**config.mk**
```make
export PLATFORM = sky130hd
export DESIGN_NAME = vic_core
export DESIGN_NICKNAME = d
export VERILOG_FILES = /design/src/rtl/vic_pkg.sv /design/src/rtl/vic_bitscan.sv /design/src/rtl/vic_prio.sv /design/src/rtl/vic_core.sv
export SDC_FILE = /design/constraint.sdc
export NUM_CORES = 2
export LEC_CHECK = 0
export BUFFER_PORTS_ARGS = -buffer_cell sky130_fd_sc_hd__buf_4
export CAP_MARGIN = 15
export CORE_ASPECT_RATIO = 1.4
export CORE_MARGIN = 2
export CORE_UTILIZATION = 40
export CTS_CLUSTER_DIAMETER = 30
export CTS_CLUSTER_SIZE = 14
export DETAILED_ROUTE_END_ITERATION = 12
export PLACE_DENSITY_LB_ADDON = 0.08
export SKIP_LAST_GASP = 1
export SYNTH_ARGS = -nofsm -noshare
export SYNTH_HDL_FRONTEND = slang
export SYNTH_HIERARCHICAL = 1
export SYNTH_SLANG_ARGS = --single-unit
export TNS_END_PERCENT = 20
```
**constraint.sdc**
```tcl
create_clock -name clk -period 19.7 [get_ports clk]
set_clock_uncertainty 0.1 [all_clocks]
set_input_delay 2.955 -clock clk [delete_from_list [all_inputs] [get_ports clk]]
set_output_delay 2.955 -clock clk [all_outputs]
set_load 0.01 [all_outputs]
```
**src/rtl/vic_pkg.sv**
```systemverilog
package vic_pkg;

    parameter int VEC_W   = 8;
    parameter int NUM_VEC = 256;
    parameter int WORD_W  = 32;
    parameter int CLS_W   = 4;

    typedef logic [VEC_W-1:0] vec_t;

    typedef struct packed {
        logic valid;
        vec_t vec;
    } hit_t;

    typedef struct packed {
        logic valid;
        vec_t vec;
        logic level;
    } eoi_msg_t;

    function automatic logic [CLS_W-1:0] class_of(input vec_t v);
        return v[VEC_W-1 -: CLS_W];
    endfunction

    function automatic vec_t class_floor(input vec_t v);
        return {v[VEC_W-1 -: CLS_W], {(VEC_W-CLS_W){1'b0}}};
    endfunction

endpackage

```
**src/rtl/vic_bitscan.sv**
```systemverilog
module vic_bitscan
    import vic_pkg::*;
#(
    parameter int N_VEC  = NUM_VEC,
    parameter int WORD_B = WORD_W
) (
    input  logic [N_VEC-1:0] bits,
    output hit_t             top
);
    localparam int NW = N_VEC / WORD_B;
    localparam int BW = $clog2(WORD_B);

    logic [NW-1:0] w_any;
    logic [BW-1:0] w_idx [NW];

    for (genvar w = 0; w < NW; w++) begin : g_word
        logic [WORD_B-1:0] word;
        assign word     = bits[w*WORD_B +: WORD_B];
        assign w_any[w] = |word;
        always_comb begin
            w_idx[w] = '0;
            for (int b = 0; b < WORD_B; b++) begin
                if (word[b]) w_idx[w] = BW'(b);
            end
        end
    end

    // Scan words from low to high so that the topmost non-empty word wins.
    always_comb begin
        top = '0;
        for (int w = 0; w < NW; w++) begin
            if (w_any[w]) begin
                top.valid = 1'b1;
                top.vec   = VEC_W'(w * WORD_B) | VEC_W'(w_idx[w]);
            end
        end
    end
endmodule

```
**src/rtl/vic_prio.sv**
```systemverilog
module vic_prio
    import vic_pkg::*;
(
    input  vec_t tpr,
    input  hit_t isr_top,
    input  hit_t irr_top,
    output vec_t ppr,
    output hit_t offer
);
    vec_t isr_v;

    always_comb begin
        isr_v = isr_top.valid ? isr_top.vec : '0;
        if (class_of(tpr) >= class_of(isr_v)) ppr = tpr;
        else                                  ppr = class_floor(isr_v);
        offer.valid = irr_top.valid && (class_floor(irr_top.vec) > ppr);
        offer.vec   = irr_top.vec;
    end
endmodule

```
**src/rtl/vic_core.sv**
```systemverilog
module vic_core
    import vic_pkg::*;
(
    input  logic       clk,
    input  logic       rst,
    input  logic       hw_en,
    input  logic       sw_en,
    input  logic       req_valid,
    input  logic [7:0] req_vector,
    input  logic       req_level,
    input  logic       tpr_wr,
    input  logic [7:0] tpr_data,
    input  logic       ack,
    input  logic       eoi,
    output logic       irq_valid,
    output logic [7:0] irq_vector,
    output logic [7:0] proc_prio,
    output logic       eoi_valid,
    output logic [7:0] eoi_vector,
    output logic       eoi_level
);
    logic [NUM_VEC-1:0] irr_q, isr_q, tmr_q;
    logic [NUM_VEC-1:0] irr_n, isr_n, tmr_n;
    vec_t     tpr_q, tpr_n, ppr_q, ppr_n;
    logic     irq_valid_q;
    vec_t     irq_vec_q;
    eoi_msg_t eoi_q, eoi_n;
    hit_t     isr_cur, isr_nxt, irr_nxt, offer_n;
    logic     accept_en, ack_take;

    vic_bitscan u_scan_isr_cur (.bits(isr_q), .top(isr_cur));
    vic_bitscan u_scan_isr_nxt (.bits(isr_n), .top(isr_nxt));
    vic_bitscan u_scan_irr_nxt (.bits(irr_n), .top(irr_nxt));

    vic_prio u_prio (
        .tpr    (tpr_n),
        .isr_top(isr_nxt),
        .irr_top(irr_nxt),
        .ppr    (ppr_n),
        .offer  (offer_n)
    );

    assign accept_en = hw_en && sw_en;
    assign ack_take  = ack && irq_valid_q;

    // Fixed order within one edge: retire, then take, then accept.
    always_comb begin
        irr_n = irr_q;
        isr_n = isr_q;
        tmr_n = tmr_q;
        tpr_n = tpr_wr ? tpr_data : tpr_q;
        eoi_n = '0;
        if (eoi && isr_cur.valid) begin
            isr_n[isr_cur.vec] = 1'b0;
            tmr_n[isr_cur.vec] = 1'b0;
            eoi_n.valid        = 1'b1;
            eoi_n.vec          = isr_cur.vec;
            eoi_n.level        = tmr_q[isr_cur.vec];
        end
        if (ack_take) begin
            isr_n[irq_vec_q] = 1'b1;
            irr_n[irq_vec_q] = 1'b0;
        end
        if (req_valid && accept_en && !irr_n[req_vector]) begin
            irr_n[req_vector] = 1'b1;
            tmr_n[req_vector] = req_level;
        end
    end

    always_ff @(posedge clk) begin
        if (rst) begin
            irr_q       <= '0;
            isr_q       <= '0;
            tmr_q       <= '0;
            tpr_q       <= '0;
            ppr_q       <= '0;
            irq_valid_q <= 1'b0;
            irq_vec_q   <= '0;
            eoi_q       <= '0;
        end else begin
            irr_q       <= irr_n;
            isr_q       <= isr_n;
            tmr_q       <= tmr_n;
            tpr_q       <= tpr_n;
            ppr_q       <= ppr_n;
            irq_valid_q <= offer_n.valid;
            irq_vec_q   <= offer_n.vec;
            eoi_q       <= eoi_n;
        end
    end

    assign irq_valid  = irq_valid_q;
    assign irq_vector = irq_vec_q;
    assign proc_prio  = ppr_q;
    assign eoi_valid  = eoi_q.valid;
    assign eoi_vector = eoi_q.vec;
    assign eoi_level  = eoi_q.level;


    ppr_floor_chk: assert property (@(posedge clk) disable iff (rst)
        class_of(ppr_q) >= class_of(tpr_q));


    offer_above_ppr_chk: assert property (@(posedge clk) disable iff (rst)
        irq_valid_q |-> (class_of(irq_vec_q) > class_of(ppr_q)));


    ack_sets_isr_chk: assert property (@(posedge clk) disable iff (rst)
        (ack && irq_valid_q) |=> isr_q[$past(irq_vec_q)]);


    eoi_cause_chk: assert property (@(posedge clk) disable iff (rst)
        eoi_q.valid |-> $past(eoi));


    eoi_empty_chk: assert property (@(posedge clk) disable iff (rst)
        (eoi && !(|isr_q)) |=> !eoi_q.valid);


    disabled_drop_chk: assert property (@(posedge clk) disable iff (rst)
        (req_valid && !(hw_en && sw_en) && !irr_q[req_vector] && !ack)
            |=> !irr_q[$past(req_vector)]);
endmodule

```
After elaboration in Yosys (flattened, before gate mapping)
Cells that the tools add are included.
{ "word_totals": {"in_bits": 25, "word_cells": 850, "output_inout_bits": 27, "regBits": 803} }
{ "classes": {"n_lt_le_gt_ge": 8, "n_reduce_logical": 35, "n_bitwise": 8, "n_mux": 789} }
{ "ops": {"columns": ["cell", "n"], "rows": [
  ["2-to-1 mux 5 bit", 426],
  ["2-to-1 mux 256 bit", 6],
  ["bitwise AND 256 bit", 3],
  ["OR reduction 32 bit", 24],
  ["2-to-1 mux 4 bit", 168],
  ["NOT 256 bit", 2],
  ["OR 256 bit", 2],
  ["bitwise mux 256 bit", 1],
  ["2-to-1 mux 3 bit", 84],
  ["2-to-1 mux 9 bit", 24],
  ["2-to-1 mux 2 bit", 42],
  ["2-to-1 mux 1 bit", 29],
  ["less-than comparator 8 x 9 -> 1 bit, second input constant", 3],
  ["demux 1 bit (select 8 bit)", 3],
  [">= comparator 8 x 1 -> 1 bit, second input constant", 3],
  ["2-to-1 mux 8 bit", 3],
  ["binary-select mux 1 bit (select 8 bit)", 2],
  ["2-to-1 mux 10 bit", 1],
  ["logical AND 1 bit", 9],
  ["> comparator 8 bit", 1],
  [">= comparator 4 bit", 1],
  ["OR reduction 2 bit", 1],
  ["zero test 1 bit", 1],
  ["NOT 1 bit", 1]
]} }

Longest topological paths before layout
{ "logic_depth": {"depth_word": 92, "ltp_mapped": 40, "mapped_depth_nobuf": 35} }

Cells and area by module
The synthesis kept the hierarchy.
{ "modules_own_cells": {"columns": ["mod", "n_inst", "seq_area_each_um2", "area_each_um2", "cells_each"], "rows": [
  ["vic_core", 1, 16075.4, 38146.6, 4431],
  ["vic_bitscan", 3, 0.0, 2977.9, 533],
  ["vic_prio", 1, 0.0, 362.8, 52]
]} }

Worst setup path after synthesis
Ideal clock, no wire load.
{ "synth_timing": {"path_type": "register -> register", "from": "register isr_q[105]", "to": "register irq_valid_q, in the netlist irq_valid", "setup_slack_ps": 10638, "arrival_ps": 8836, "path_stages_with_launch": 40, "setup_time_ps": 127, "path_cell_list": "dfxtp_1 > or4_1 > or4b_1 > nor2_1 > nand2_1 > a2111oi_0 > a21boi_0 > nand4_1 > a311o_1 > clkbuf_1 > clkbuf_1 > buf_2 > buf_2 > nand2b_1 > nor3_1 > clkbuf_1 > nand2_1 > nand2_1 > (+4 left out) > a311oi_1 > o21a_1 > o21ai_0 > a21oi_1 > o21ai_0 > nand2_1 > inv_1 > ha_1 > nor3b_2 > o21ai_2 > buf_6 > o21a_1 > ha_1 > a21oi_1 > o21ai_0 > nand2_1 > nor2_1 > nor2b_1"} }
{ "synth_rtl": {"columns": ["item", "line", "source"], "rows": [
  ["start: declaration", "vic_core.sv:22", "logic [NUM_VEC-1:0] irr_q, isr_q, tmr_q;"],
  ["start signal: assignment", "vic_core.sv:82", "isr_q <= isr_n;"],
  ["end signal: assignment", "vic_core.sv:86", "irq_valid_q <= offer_n.valid;"],
  ["end: declaration", "vic_core.sv:25", "logic irq_valid_q;"]
]} }

==> results_dict.tcl <==
set metrics [dict create \
    finalNetCount 5726 \
    worstPathMaxFanout 39 \
    rows 146 \
    syn_nets 5716 \
    cts_sinks 803 \
    p_int_mw 3.732 \
    vias 50910 \
    crit_start "isr_q[105]$_SDFF_PP0_" \
    num_io_pins 52 \
    numPortBuffers 51 \
    required_ns 20.26 \
    cap_violations 0 \
    start_util_pct 40.13 \
    slew_headroom_pct 3.599 \
    insertion_delay_ns 0.83 \
    use_met1_pct 52.03 \
    avgSynthCellArea_um2 7.958 \
    regToRegEndpoint "irq_valid$_SDFF_PP0_" \
    routed_wl_um 275700 \
    status "finished clean" \
    drt_first_iter_violations 7151 \
    grt.met2_usage_pct 67.44 \
    cts_setup_buffers 0 \
    dp_slack_ns 6.664 \
    power.share.sequential_pct 32.3 \
    grt_use_total_pct 46.43 \
    clk_pin_slew_ns 0.05 \
    syn_inst 5683 \
    die_y_um 401.9 \
    antenna_found_initial 35 \
    area_growth_pct 19.27 \
    drc 0 \
    busiest_layer "met2" \
    overflow 0 \
    cts_resized 0 \
    rsz0062_at_grt "no" \
    hpwl_um 191600 \
    die_w_um 288.2 \
    grt_pass1_wl_um 375000 \
    switching_share_pct 26.73 \
    routabilityCongestion 1.104 \
    yosysWarnings 6 \
    slowest_delay_ns 0.97 \
    finalHoldViolations 0 \
    critPathBufInv 4 \
    finalSetupTns_ns 0 \
    final_max_slew_viol_count 0 \
    critPathTopFamily "simple AND/OR/NAND/NOR gates" \
    clockRootBuffer "clkbuf_16" \
    ir_drop_uv 97.25 \
    clkPwrFrac_pct 60.3 \
    drive_gt1_share_pct 12.98 \
    worstHoldPathType "reg -> reg" \
    timing.final.ws_setup_ns 5.923 \
    timing.final.crit_share_pct 69.94 \
    coreArea_um2 112700 \
    die_area_um2 115800 \
    period_needed_ns 13.78 \
    fmax_ghz 0.07258 \
    syn-cell-area_um2 45230 \
    power_density_nw_per_um2 94.43 \
    cts-hold-fix-buffers 0 \
    grt_max_degree 159 \
    setup_viol 0 \
    wl_per_cell_um 37.54 \
    endpoint "irq_valid$_SDFF_PP0_" \
    r2r_cells 37 \
    crit_type "reg -> reg" \
    cts_max_path_buffers 3 \
    p_comb_share_pct 7.4 \
    cpMaxStageDelayCell "a2111oi_0" \
    cp_common_cell "nand2_1" \
    met3_usage_pct 16.60 \
    start_kind "flip-flop" \
    antenna_left 0 \
    first_global_vias 47820 \
    p_leak_nw 21.45 \
    worst_slew_pin_slew_ns 1.441 \
    switching_power_mw 1.362 \
    firstDrtPassIters 9 \
    vias_per_cell 6.931 \
    htree_levels 4 \
    r2r-start "isr_q[105]$_SDFF_PP0_" \
    cp_data_arrival_time_ns 14.34 \
    worstSetupPathDepth 37 \
    r2r_slack_ns 5.92 \
    cts_tree "done" \
    numCtsBuffers 181 \
    cp-end-kind "flip-flop" \
]
[power groups by stage]
stage	combinational (mW)	sequential, mW	clock, mW
6_report	0.379	1.65	3.07
5_1_grt	0.369	1.64	3.16
4_1_cts	0.349	1.64	3.07
3_5_place_dp	0.348	1.67	0
3_3_place_gp	0.350	1.68	0
2_1_floorplan	0.178	1.67	0
[through the flow]
stage               power (mW)  cells  hold WS [ns]  utilization (%)  area [um^2]
floorplan                1.850   5683        0.3625                -        45230
CTS                      5.068   7313        0.3901            47.74        53810
detailed placement       2.023   6982        0.3810            42.28        47660
finish                   5.094   7345        0.3894            47.86        53940
global route             5.172   7323        0.3993            47.81        53890
global placement         2.025   6975        0.3781            42.19        47550
[sequential cells by signal (all words and copies together) (netlist names)]
name,flops
irr_q,256
eoi_valid,1
eoi_vector,8
eoi_level,1
isr_q,256
tmr_q,256
tpr_q,8
irq_valid,1
irq_vector,8
proc_prio,8
[worst min-delay path by stage]
stage,startpoint,to,cells past startpoint
after global placement,tmr_q[45]$_SDFF_PP0_,tmr_q[45]$_SDFF_PP0_,2
after global routing,tmr_q[234]$_SDFF_PP0_,tmr_q[234]$_SDFF_PP0_,2
after detailed placement,tmr_q[194]$_SDFF_PP0_,tmr_q[194]$_SDFF_PP0_,2
final,tmr_q[194]$_SDFF_PP0_,tmr_q[194]$_SDFF_PP0_,2
after floorplan,tmr_q[10]$_SDFF_PP0_,tmr_q[10]$_SDFF_PP0_,2
after CTS,tmr_q[194]$_SDFF_PP0_,tmr_q[194]$_SDFF_PP0_,2
[tightest hold or removal path: stages (launching register included)]
cell and delay (ns):
dfxtp_1 0.30, nand3b_1 0.08, mux2i_1 0.06
[area by class of cell]
type / instances / area (um^2)
Fill cell: 11180 / 58770
Multi-Input combinational cell: 4337 / 27360
Sequential cell: 803 / 16080
Clock buffer: 246 / 5105
Timing Repair Buffer: 261 / 2026
Tap cell: 1480 / 1852
Clock inverter: 85 / 1050
Inverter: 109 / 409.1
Antenna cell: 24 / 60.06
[metal layers]
metal,vias up,share of wire (%),routed length [um]
li1,21000,-,-
met1,24580,35,95560
met2,3844,42,115400
met3,1467,12,32190
met4,18,12,32440
met5,-,0.067,185
[placed cells by master, fill, tap and decap left out, drive strengths merged, types with 43 or more instances in the layout]
cell type  instances
a21oi            350
buf              260
clkbuf           247
dfxtp            803
inv              124
mux2i            253
mux4              95
nand2            940
nand2b            47
nand3            103
nand3b           255
nand4             89
nor2             323
nor2b            316
nor3             110
nor4             155
o2111ai           43
o211ai            53
o21ai            440
o22ai             71
o31ai            222
or4               61
(Power assumes the default switching activity.)
